### src/rtl/cardresp_pkg.sv
package cardresp_pkg;

  localparam int REG_W = 16;

  typedef enum logic [3:0] {
    SEL_CTRL   = 4'd0,
    SEL_STATUS = 4'd1,
    SEL_MODE   = 4'd2,
    SEL_BLKLEN = 4'd3,
    SEL_NUMBLK = 4'd4,
    SEL_IREQ   = 4'd5,
    SEL_INDEX  = 4'd6,
    SEL_ARG_HI = 4'd7,
    SEL_ARG_LO = 4'd8,
    SEL_RESP   = 4'd9
  } reg_sel_e;

  localparam logic [REG_W-1:0] MODE_MASK = 16'h3dff;

  localparam int CTRL_START_BIT = 0;
  localparam int CTRL_STOP_BIT  = 1;
  localparam int MODE_DATA_BIT  = 2;
  localparam int MODE_HOLD_BIT  = 10;
  localparam int ST_TOUT_BIT    = 1;
  localparam int ST_CLK_BIT     = 8;
  localparam int ST_RESP_BIT    = 13;
  localparam int IREQ_CMD_BIT   = 2;
  localparam int INDEX_TAG      = 16'h0040;

  // minimum byte count for each response kind
  function automatic int min_resp_bytes(input logic [1:0] kind);
    case (kind)
      2'd0:    return 0;
      2'd2:    return 16;
      default: return 4;
    endcase
  endfunction

endpackage

### src/rtl/cardresp_queue.sv
module cardresp_queue #(
  parameter int DEPTH = 9,
  parameter int CNT_W = 5
) (
  input  logic             clk,
  input  logic             rst_n,
  input  logic             clr,
  input  logic             wr,
  input  logic [CNT_W-1:0] wr_idx,
  input  logic [7:0]       wr_byte,
  input  logic             rewind,
  input  logic             rd_adv,
  output logic [15:0]      rd_data
);

  localparam int AW = $clog2(DEPTH);
  localparam int PW = $clog2(DEPTH + 1);

  logic [DEPTH-1:0][15:0] q_q, q_d;
  logic [PW-1:0]          ptr_q, ptr_d;

  always_comb begin
    q_d   = q_q;
    ptr_d = ptr_q;
    if (clr) begin
      q_d = '0;
    end else if (wr) begin
      if (wr_idx[0]) q_d[wr_idx[AW:1]][15:8] = wr_byte;
      else           q_d[wr_idx[AW:1]][7:0]  = wr_byte;
    end
    if (rewind) begin
      ptr_d = '0;
    end else if (rd_adv && (ptr_q < PW'(DEPTH))) begin
      ptr_d = ptr_q + 1'b1;
    end
  end

  always_ff @(posedge clk or negedge rst_n) begin
    if (!rst_n) begin
      q_q   <= '0;
      ptr_q <= PW'(DEPTH);
    end else begin
      q_q   <= q_d;
      ptr_q <= ptr_d;
    end
  end

  assign rd_data = (ptr_q < PW'(DEPTH)) ? q_q[ptr_q[AW-1:0]] : 16'h0000;

endmodule

### src/rtl/cardresp_regs.sv
module cardresp_regs
  import cardresp_pkg::*;
#(
  parameter int IDX_W    = 6,
  parameter int BLKLEN_W = 12,
  parameter int NUMBLK_W = 16
) (
  input  logic                clk,
  input  logic                rst_n,
  input  logic                reg_wr,
  input  logic [3:0]          reg_addr,
  input  logic [REG_W-1:0]    reg_wdata,
  input  logic                busy,
  output logic                clk_on,
  output logic [REG_W-1:0]    mode,
  output logic [BLKLEN_W-1:0] blklen,
  output logic [NUMBLK_W-1:0] numblk,
  output logic [IDX_W-1:0]    cmd_idx,
  output logic [2*REG_W-1:0]  arg,
  output logic                launch_req,
  output logic                mode_wr,
  output logic                clk_stop
);

  logic                clk_on_q, clk_on_d;
  logic [REG_W-1:0]    mode_q, mode_d;
  logic [BLKLEN_W-1:0] blklen_q, blklen_d;
  logic [NUMBLK_W-1:0] numblk_q, numblk_d;
  logic [IDX_W-1:0]    idx_q, idx_d;
  logic [2*REG_W-1:0]  arg_q, arg_d;
  logic                pend_q, pend_d;
  logic                start_evt;

  always_comb begin
    clk_on_d   = clk_on_q;
    mode_d     = mode_q;
    blklen_d   = blklen_q;
    numblk_d   = numblk_q;
    idx_d      = idx_q;
    arg_d      = arg_q;
    pend_d     = pend_q;
    launch_req = 1'b0;

    mode_wr   = reg_wr && (reg_addr == SEL_MODE) && !busy;
    clk_stop  = reg_wr && (reg_addr == SEL_CTRL) && reg_wdata[CTRL_STOP_BIT];
    start_evt = reg_wr && (reg_addr == SEL_CTRL) && reg_wdata[CTRL_START_BIT]
                && !reg_wdata[CTRL_STOP_BIT];

    // stop wins over start in the same write
    if (clk_stop)       clk_on_d = 1'b0;
    else if (start_evt) clk_on_d = 1'b1;

    if (mode_wr) begin
      mode_d = reg_wdata & MODE_MASK;
      pend_d = 1'b1;
      if (clk_on_q && !reg_wdata[MODE_HOLD_BIT]) begin
        launch_req = 1'b1;
        pend_d     = 1'b0;
      end
    end

    if (start_evt && pend_q && !mode_q[MODE_HOLD_BIT] && !busy) begin
      launch_req = 1'b1;
      pend_d     = 1'b0;
    end

    if (reg_wr) begin
      case (reg_addr)
        SEL_BLKLEN: blklen_d = reg_wdata[BLKLEN_W-1:0];
        SEL_NUMBLK: numblk_d = reg_wdata[NUMBLK_W-1:0];
        SEL_INDEX:  idx_d    = reg_wdata[IDX_W-1:0];
        SEL_ARG_HI: arg_d[2*REG_W-1:REG_W] = reg_wdata;
        SEL_ARG_LO: arg_d[REG_W-1:0]       = reg_wdata;
        default: ;
      endcase
    end
  end

  always_ff @(posedge clk or negedge rst_n) begin
    if (!rst_n) begin
      clk_on_q <= 1'b0;
      mode_q   <= '0;
      blklen_q <= '0;
      numblk_q <= '0;
      idx_q    <= '0;
      arg_q    <= '0;
      pend_q   <= 1'b0;
    end else begin
      clk_on_q <= clk_on_d;
      mode_q   <= mode_d;
      blklen_q <= blklen_d;
      numblk_q <= numblk_d;
      idx_q    <= idx_d;
      arg_q    <= arg_d;
      pend_q   <= pend_d;
    end
  end

  assign clk_on  = clk_on_q;
  assign mode    = mode_q;
  assign blklen  = blklen_q;
  assign numblk  = numblk_q;
  assign cmd_idx = idx_q;
  assign arg     = arg_q;

endmodule

### src/rtl/cardresp_seq.sv
module cardresp_seq
  import cardresp_pkg::*;
#(
  parameter int DEPTH    = 9,
  parameter int CNT_W    = 5,
  parameter int BLKLEN_W = 12,
  parameter int NUMBLK_W = 16
) (
  input  logic                         clk,
  input  logic                         rst_n,
  input  logic                         launch_req,
  input  logic                         mode_wr,
  input  logic                         clk_stop,
  input  logic [1:0]                   resp_kind,
  input  logic                         data_en,
  input  logic [BLKLEN_W-1:0]          blklen,
  input  logic [NUMBLK_W-1:0]          numblk,
  input  logic                         card_byte_vld,
  input  logic                         card_done,
  input  logic [CNT_W-1:0]             card_count,
  output logic                         busy,
  output logic                         card_launch,
  output logic                         st_timeout,
  output logic                         st_resp,
  output logic                         irq_cmd,
  output logic                         op_active,
  output logic                         data_arm,
  output logic [BLKLEN_W+NUMBLK_W-1:0] data_bytes,
  output logic                         q_clr,
  output logic                         q_rewind,
  output logic                         q_wr,
  output logic [CNT_W-1:0]             q_wr_idx
);

  localparam int BYTES_W = BLKLEN_W + NUMBLK_W;
  localparam int LIMIT   = 2 * DEPTH;

  logic               busy_q, busy_d;
  logic               launch_q, launch_d;
  logic               tout_q, tout_d;
  logic               resp_q, resp_d;
  logic               irq_q, irq_d;
  logic               act_q, act_d;
  logic               arm_q, arm_d;
  logic [BYTES_W-1:0] bytes_q, bytes_d;
  logic [CNT_W-1:0]   cnt_q, cnt_d;
  logic               finish, short_resp;

  assign finish     = busy_q && card_done;
  assign short_resp = int'(card_count) < min_resp_bytes(resp_kind);

  always_comb begin
    busy_d   = busy_q;
    launch_d = 1'b0;
    tout_d   = tout_q;
    resp_d   = resp_q;
    irq_d    = irq_q;
    act_d    = act_q;
    arm_d    = 1'b0;
    bytes_d  = bytes_q;
    cnt_d    = cnt_q;

    if (clk_stop || mode_wr) act_d = 1'b0;

    if (launch_req) begin
      busy_d   = 1'b1;
      launch_d = 1'b1;
      tout_d   = 1'b0;
      resp_d   = 1'b0;
      irq_d    = 1'b0;
      act_d    = 1'b1;
      cnt_d    = '0;
    end else if (busy_q) begin
      if (card_byte_vld && (cnt_q < CNT_W'(LIMIT))) cnt_d = cnt_q + 1'b1;
      if (card_done) begin
        busy_d = 1'b0;
        irq_d  = 1'b1;
        if (short_resp) begin
          tout_d = 1'b1;
          act_d  = 1'b0;
        end else begin
          resp_d = 1'b1;
          if (data_en) begin
            arm_d   = 1'b1;
            bytes_d = BYTES_W'(numblk) * BYTES_W'(blklen);
            act_d   = 1'b1;
          end else begin
            act_d = 1'b0;
          end
        end
      end
    end
  end

  always_ff @(posedge clk or negedge rst_n) begin
    if (!rst_n) begin
      busy_q   <= 1'b0;
      launch_q <= 1'b0;
      tout_q   <= 1'b0;
      resp_q   <= 1'b0;
      irq_q    <= 1'b0;
      act_q    <= 1'b0;
      arm_q    <= 1'b0;
      bytes_q  <= '0;
      cnt_q    <= '0;
    end else begin
      busy_q   <= busy_d;
      launch_q <= launch_d;
      tout_q   <= tout_d;
      resp_q   <= resp_d;
      irq_q    <= irq_d;
      act_q    <= act_d;
      arm_q    <= arm_d;
      bytes_q  <= bytes_d;
      cnt_q    <= cnt_d;
    end
  end

  assign q_wr        = busy_q && card_byte_vld && (cnt_q < CNT_W'(LIMIT));
  assign q_wr_idx    = cnt_q;
  assign q_clr       = launch_req || (finish && short_resp);
  assign q_rewind    = finish && !short_resp;
  assign busy        = busy_q;
  assign card_launch = launch_q;
  assign st_timeout  = tout_q;
  assign st_resp     = resp_q;
  assign irq_cmd     = irq_q;
  assign op_active   = act_q;
  assign data_arm    = arm_q;
  assign data_bytes  = bytes_q;

endmodule

### src/rtl/card_resp_capture.sv
module card_resp_capture
  import cardresp_pkg::*;
#(
  parameter int IDX_W    = 6,
  parameter int DEPTH    = 9,
  parameter int CNT_W    = 5,
  parameter int BLKLEN_W = 12,
  parameter int NUMBLK_W = 16
) (
  input  logic                         clk,
  input  logic                         rst_n,
  input  logic                         reg_wr,
  input  logic                         reg_rd,
  input  logic [3:0]                   reg_addr,
  input  logic [15:0]                  reg_wdata,
  output logic [15:0]                  reg_rdata,
  output logic                         card_launch,
  output logic [IDX_W-1:0]             card_index,
  output logic [31:0]                  card_arg,
  input  logic                         card_byte_vld,
  input  logic [7:0]                   card_byte,
  input  logic                         card_done,
  input  logic [CNT_W-1:0]             card_count,
  output logic                         busy,
  output logic                         op_active,
  output logic                         data_arm,
  output logic [BLKLEN_W+NUMBLK_W-1:0] data_bytes
);

  // asynchronous assert, synchronous release
  logic rst_meta, rst_sync;
  always_ff @(posedge clk or negedge rst_n) begin
    if (!rst_n) begin
      rst_meta <= 1'b0;
      rst_sync <= 1'b0;
    end else begin
      rst_meta <= 1'b1;
      rst_sync <= rst_meta;
    end
  end

  logic                clk_on, launch_req, mode_wr, clk_stop;
  logic [REG_W-1:0]    mode;
  logic [BLKLEN_W-1:0] blklen;
  logic [NUMBLK_W-1:0] numblk;
  logic [IDX_W-1:0]    cmd_idx;
  logic [2*REG_W-1:0]  arg;
  logic                st_timeout, st_resp, irq_cmd;
  logic                q_clr, q_rewind, q_wr, rd_adv;
  logic [CNT_W-1:0]    q_wr_idx;
  logic [15:0]         q_rdata;

  cardresp_regs #(
    .IDX_W(IDX_W), .BLKLEN_W(BLKLEN_W), .NUMBLK_W(NUMBLK_W)
  ) u_regs (
    .clk(clk), .rst_n(rst_sync), .reg_wr(reg_wr), .reg_addr(reg_addr),
    .reg_wdata(reg_wdata), .busy(busy), .clk_on(clk_on), .mode(mode),
    .blklen(blklen), .numblk(numblk), .cmd_idx(cmd_idx), .arg(arg),
    .launch_req(launch_req), .mode_wr(mode_wr), .clk_stop(clk_stop)
  );

  cardresp_seq #(
    .DEPTH(DEPTH), .CNT_W(CNT_W), .BLKLEN_W(BLKLEN_W), .NUMBLK_W(NUMBLK_W)
  ) u_seq (
    .clk(clk), .rst_n(rst_sync), .launch_req(launch_req), .mode_wr(mode_wr),
    .clk_stop(clk_stop), .resp_kind(mode[1:0]), .data_en(mode[MODE_DATA_BIT]),
    .blklen(blklen), .numblk(numblk), .card_byte_vld(card_byte_vld),
    .card_done(card_done), .card_count(card_count), .busy(busy),
    .card_launch(card_launch), .st_timeout(st_timeout), .st_resp(st_resp),
    .irq_cmd(irq_cmd), .op_active(op_active), .data_arm(data_arm),
    .data_bytes(data_bytes), .q_clr(q_clr), .q_rewind(q_rewind),
    .q_wr(q_wr), .q_wr_idx(q_wr_idx)
  );

  assign rd_adv = reg_rd && (reg_addr == SEL_RESP);

  cardresp_queue #(
    .DEPTH(DEPTH), .CNT_W(CNT_W)
  ) u_queue (
    .clk(clk), .rst_n(rst_sync), .clr(q_clr), .wr(q_wr), .wr_idx(q_wr_idx),
    .wr_byte(card_byte), .rewind(q_rewind), .rd_adv(rd_adv), .rd_data(q_rdata)
  );

  always_comb begin
    reg_rdata = '0;
    case (reg_addr)
      SEL_STATUS: begin
        reg_rdata[ST_TOUT_BIT] = st_timeout;
        reg_rdata[ST_CLK_BIT]  = clk_on;
        reg_rdata[ST_RESP_BIT] = st_resp;
      end
      SEL_MODE:   reg_rdata = mode;
      SEL_BLKLEN: reg_rdata = 16'(blklen);
      SEL_NUMBLK: reg_rdata = 16'(numblk);
      SEL_IREQ:   reg_rdata[IREQ_CMD_BIT] = irq_cmd;
      SEL_INDEX:  reg_rdata = 16'(cmd_idx) | 16'(INDEX_TAG);
      SEL_ARG_HI: reg_rdata = arg[2*REG_W-1:REG_W];
      SEL_ARG_LO: reg_rdata = arg[REG_W-1:0];
      SEL_RESP:   reg_rdata = q_rdata;
      default:    reg_rdata = '0;
    endcase
  end

  assign card_index = cmd_idx;
  assign card_arg   = arg;

endmodule

### config.mk
export PLATFORM = sky130hd
export DESIGN_NAME = card_resp_capture
export DESIGN_NICKNAME = d
export VERILOG_FILES = /design/src/rtl/cardresp_pkg.sv /design/src/rtl/cardresp_queue.sv /design/src/rtl/cardresp_regs.sv /design/src/rtl/cardresp_seq.sv /design/src/rtl/card_resp_capture.sv
export SDC_FILE = /design/constraint.sdc
export NUM_CORES = 1
export LEC_CHECK = 0
export BUFFER_PORTS_ARGS = -buffer_cell sky130_fd_sc_hd__buf_2
export CORE_MARGIN = 4
export CORE_UTILIZATION = 33
export CTS_CLUSTER_SIZE = 10
export DETAILED_ROUTE_END_ITERATION = 16
export HOLD_SLACK_MARGIN = 0.02
export PLACE_DENSITY = 0.57
export SYNTH_ARGS = -nofsm -noshare
export SYNTH_HDL_FRONTEND = slang
export SYNTH_SLANG_ARGS = --single-unit
### constraint.sdc
create_clock -name clk -period 17.9 [get_ports clk]
set_input_delay 0.895 -clock clk [delete_from_list [all_inputs] [get_ports clk]]
set_output_delay 0.895 -clock clk [all_outputs]
set_load 0.005 [all_outputs]
==> run summary <==
The flow ran to the end, and the final reports show no timing, DRC or antenna violations. The critical path's slowest cell was sky130_fd_sc_hd__dfrtp_1. In the synthesized netlist the dominant register cell turns out to be sky130_fd_sc_hd__dfrtp_1.

For the via count of the first global-routing pass, the log shows 13,800. Dividing the detail-routed wire length by the instance count gives 19.4 um. The cell family contributing the most delay on the critical path is adder cells. The register area share after synthesis was 37.5%; the clock transition at the registers of the reported paths was 50 ps. The run gives 1,994 as the total nets after synthesis. In this run the post-CTS setup repair buffer count came out at 0. Once layout is complete, the cells apart from fillers number 2,537. The number of placement rows was 85.

Cell area power density: 204 nW/um^2. The run gives 0 as the number of hold buffers added after cts. The tools report the synthesis warning total as 0. The critical path is of the reg2reg type.

The post-synthesis cell type with the largest combined area is sky130_fd_sc_hd__dfrtp_1. By area the synthesized netlist is led by sky130_fd_sc_hd__dfrtp_1, sky130_fd_sc_hd__fa_1, sky130_fd_sc_hd__nand2_1. The die is 242 um wide. The number of different library cells used by synthesis comes to 64.

The post-cts resize count is 0. Largest net degree at the start of global routing: 84. Yosys mapped a number of flops with a built-in enable equal to 0.

After layout, the minimum clock period comes to 6050 ps. The full die area was 58,600 sq um; the aggregate negative setup slack was 0 ps. Maximum ir drop on the vdd rail: 0.228 mV. The fmax came out at 165 MHz.

The run gives 2 as the number of levels in the clock H-tree. The run gives 37.1 mm as the estimated wirelength of the detail-placed design. Worst flop-to-flop path startpoint: u_regs.blklen[3].

Of all nets on the critical path, the largest fanout is 18. After detailed routing, the number of remaining DRC violations is 0. The commonest cells after synthesis are sky130_fd_sc_hd__nand2_1, sky130_fd_sc_hd__dfrtp_1, sky130_fd_sc_hd__inv_1. The logs give 0 for the final-report max-slew violation count and 0 for the count of nets left with antenna violations after detail routing. The logic depth of the worst setup path including buffers is 17. CTS saw 271 sinks.

The average size of a mapped cell came out at 10.4 sq um. The detailed router put a total of 21.1 mm of wire on met1. The root buffer cell chosen for the clock tree is sky130_fd_sc_hd__clkbuf_16. The endpoint of the most critical register-to-register path was u_seq.data_bytes[27]. Measured in cells, the most critical reg-to-reg path has a length of 17. The tool flagged a number of max-cap violations equal to 0. The final-report setup violation count was 0; the required time of the critical path was 18,310 ps. The first detailed-routing pass took 6 iterations. The floorplan step defined a core boundary enclosing 54,000 sq um. Most numerous cell in the Yosys netlist: sky130_fd_sc_hd__nand2_1. The via count of the routed design was 13,100; the net switching power figure was 0.00198 W. After synthesis the netlist holds a flip-flop and latch count of 271. The share of synthesized area in the top cell type comes to 37.2%.

The routed design uses 3.38 mm of met3 wire. Using the TritonRoute via totals, the vias-per-cell ratio works out to 5.16. At the later pin of the worst-skew pair, clock insertion delay measures 560 ps. The switching part of the total power is 47.8%. The final-report hold violation count is 0, and the area after detailed placement is 19,200 sq um. Data on the critical path arrives at its endpoint at 6460 ps. The count of pins on the block boundary is 125, and the total global-route track usage is 16.8%. Clock skew on the completed layout was measured at 26.0 ps. TritonCTS built the clock tree.

The die height is 242 um. For the number of antenna violations at the first check in global routing, the log shows 8. For the power share of the clock group, the log shows 16.4%. After the first detailed-routing iteration, the DRC count stood at 766. STA classifies the critical path endpoint as a flop.

Dividing the final minimum period by the clock period gives 33.8%. In this run, CTS created clock tree buffers numbering 35. The register share of total power was 20.2%; the share of post-route cells with drive strength above 1 was 17.1%. In this run the register-to-register setup slack is 11,850 ps.

Number of buffers and inverters on the critical path: 3. The area growth from synthesis to layout is 12.5%. The run gives 130 ps as the worst hold slack. The highest layer touched by signal routing is met5. The logs give 23.7 mm for the total length of routed met2 wires and 79.4 mm for the global-route wire length before repair. Transition time at the pin with the least slew margin: 1130 ps. The most critical setup path has its startpoint at u_regs.blklen[3]. For this block, the routed nets add up to 49.3 mm of wire.

Combinational logic is responsible for 63.4% of the overall power. Design internal power: 0.00216 W. Of all flip-flops after synthesis, the portion carrying an async set or reset was 100%. Walking the worst path, the cells encountered are nand2_1, fa_1, fa_1, fa_1, inv_1, fa_1, inv_1, fa_1, inv_1, ha_1, nand4_1, a21oi_1, nor3_1, o41ai_1, a41oi_1, xnor2_1, o21ai_0. The tightest slew margin relative to the limit is 25.0%.

The net count of the finished layout is 2,065. The worst hold path belongs to the class in2async. The count of buffers added on input and output ports is 122. The delay of the slowest cell on the worst path is 810 ps, and the total standard cell area after synthesis is 18,100 sq um.

Critical path's most frequent cell: sky130_fd_sc_hd__fa_1. Setup repair after global routing left no endpoint under its margin. For the starting density of the core, the log shows 33.5%. The final weighted congestion in routability-driven placement was 0.803; the maximum clock insertion buffer count was 3.

The leakage power summed over all cells came out at 9.67 nW. Post-route cell area: 20,300 sq um. Synthesis produced 1,745 cells. The final global-route overflow total is 0, and the cell count after placement is 2,475. STA classifies the critical path startpoint as a flop. The utilization of the core after routing was 37.6%.
routing by layer:
metal	vias to the layer above	global-route usage [%]
li1	6010	-
met5	-	0
met2	324	28.0
met3	74	4.34
met4	6	4.81
met1	6682	21.7
area by class of cell:
class | instances | area [sq um]
Clock buffer | 54 | 997
Multi-Input combinational cell | 1186 | 10200
Antenna cell | 4 | 10.0
Inverter | 189 | 709
Timing Repair Buffer | 133 | 693
Clock inverter | 4 | 78.8
Sequential cell | 271 | 6790
Tap cell | 696 | 871
Fill cell | 5401 | 33700
through the flow:
step / power, W / setup slack (ps)
2_1_floorplan: 0.00283 / 9790
3_5_place_dp: 0.00347 / 11860
4_1_cts: 0.00418 / 11860
5_1_grt: 0.00460 / 11630
6_report: 0.00414 / 11850
3_3_place_gp: 0.00343 / 11980
worst max path at each step:
stage                                 to  slack [ps]
finish              u_seq.data_bytes[27]       11850
CTS                 u_seq.data_bytes[27]       11860
detailed placement  u_seq.data_bytes[27]       11860
global route        u_seq.data_bytes[27]       11630
global placement    u_seq.data_bytes[27]       11980
floorplan               u_queue.ptr_q[1]        9790
kinds of logic (layout without fill, tap and decap cells):
logic type	after synthesis	count (layout)	share of synthesized area (%)
other	1	5	0.0207
DFF	271	271	37.5
AOI/OAI and AO/OA	334	334	12.4
buffers and inverters	288	380	6.23
muxes	128	128	9.85
adders and majority gates	210	210	20.3
xor gates and xnor gates	26	26	1.26
and+or+nand+nor	487	487	12.4
layout by cell type, fill, tap and decap left out, types with 21 or more instances in the layout:
cell type / synthesis / routed
sky130_fd_sc_hd__buf_2: 21 / 122
sky130_fd_sc_hd__a22oi_1: 21 / 21
sky130_fd_sc_hd__and2_1: 67 / 67
sky130_fd_sc_hd__mux2_2: 79 / 79
sky130_fd_sc_hd__mux4_2: 32 / 32
sky130_fd_sc_hd__fa_1: 140 / 140
sky130_fd_sc_hd__clkbuf_16: 0 / 35
sky130_fd_sc_hd__ha_1: 70 / 70
sky130_fd_sc_hd__nand2_1: 299 / 298
sky130_fd_sc_hd__a21oi_1: 53 / 53
sky130_fd_sc_hd__inv_1: 189 / 189
sky130_fd_sc_hd__dfrtp_1: 269 / 267
sky130_fd_sc_hd__a22o_1: 73 / 73
sky130_fd_sc_hd__nor2_1: 45 / 45
sky130_fd_sc_hd__o21ai_0: 116 / 116
flip-flops by register name, summed over array words and instances, names as in the netlist, 4 cells and up:
signal,flops
u_seq.data_bytes,28
u_regs.cmd_idx,6
u_regs.numblk,16
u_queue.q_q,144
u_seq.q_wr_idx,5
u_queue.ptr_q,4
u_regs.blklen,12
u_regs.mode,13
u_regs.arg,32
power by group through the flow:
stage | sequential (W) | clock [W] | combinational [W]
after floorplan | 0.000743 | 0 | 0.00209
after global placement | 0.000842 | 0 | 0.00259
after detailed placement | 0.000846 | 0 | 0.00263
after CTS | 0.000835 | 0.000697 | 0.00264
after global routing | 0.000851 | 0.000722 | 0.00303
final | 0.000836 | 0.000678 | 0.00263
Note: power is estimated with default switching activity, not from simulation.
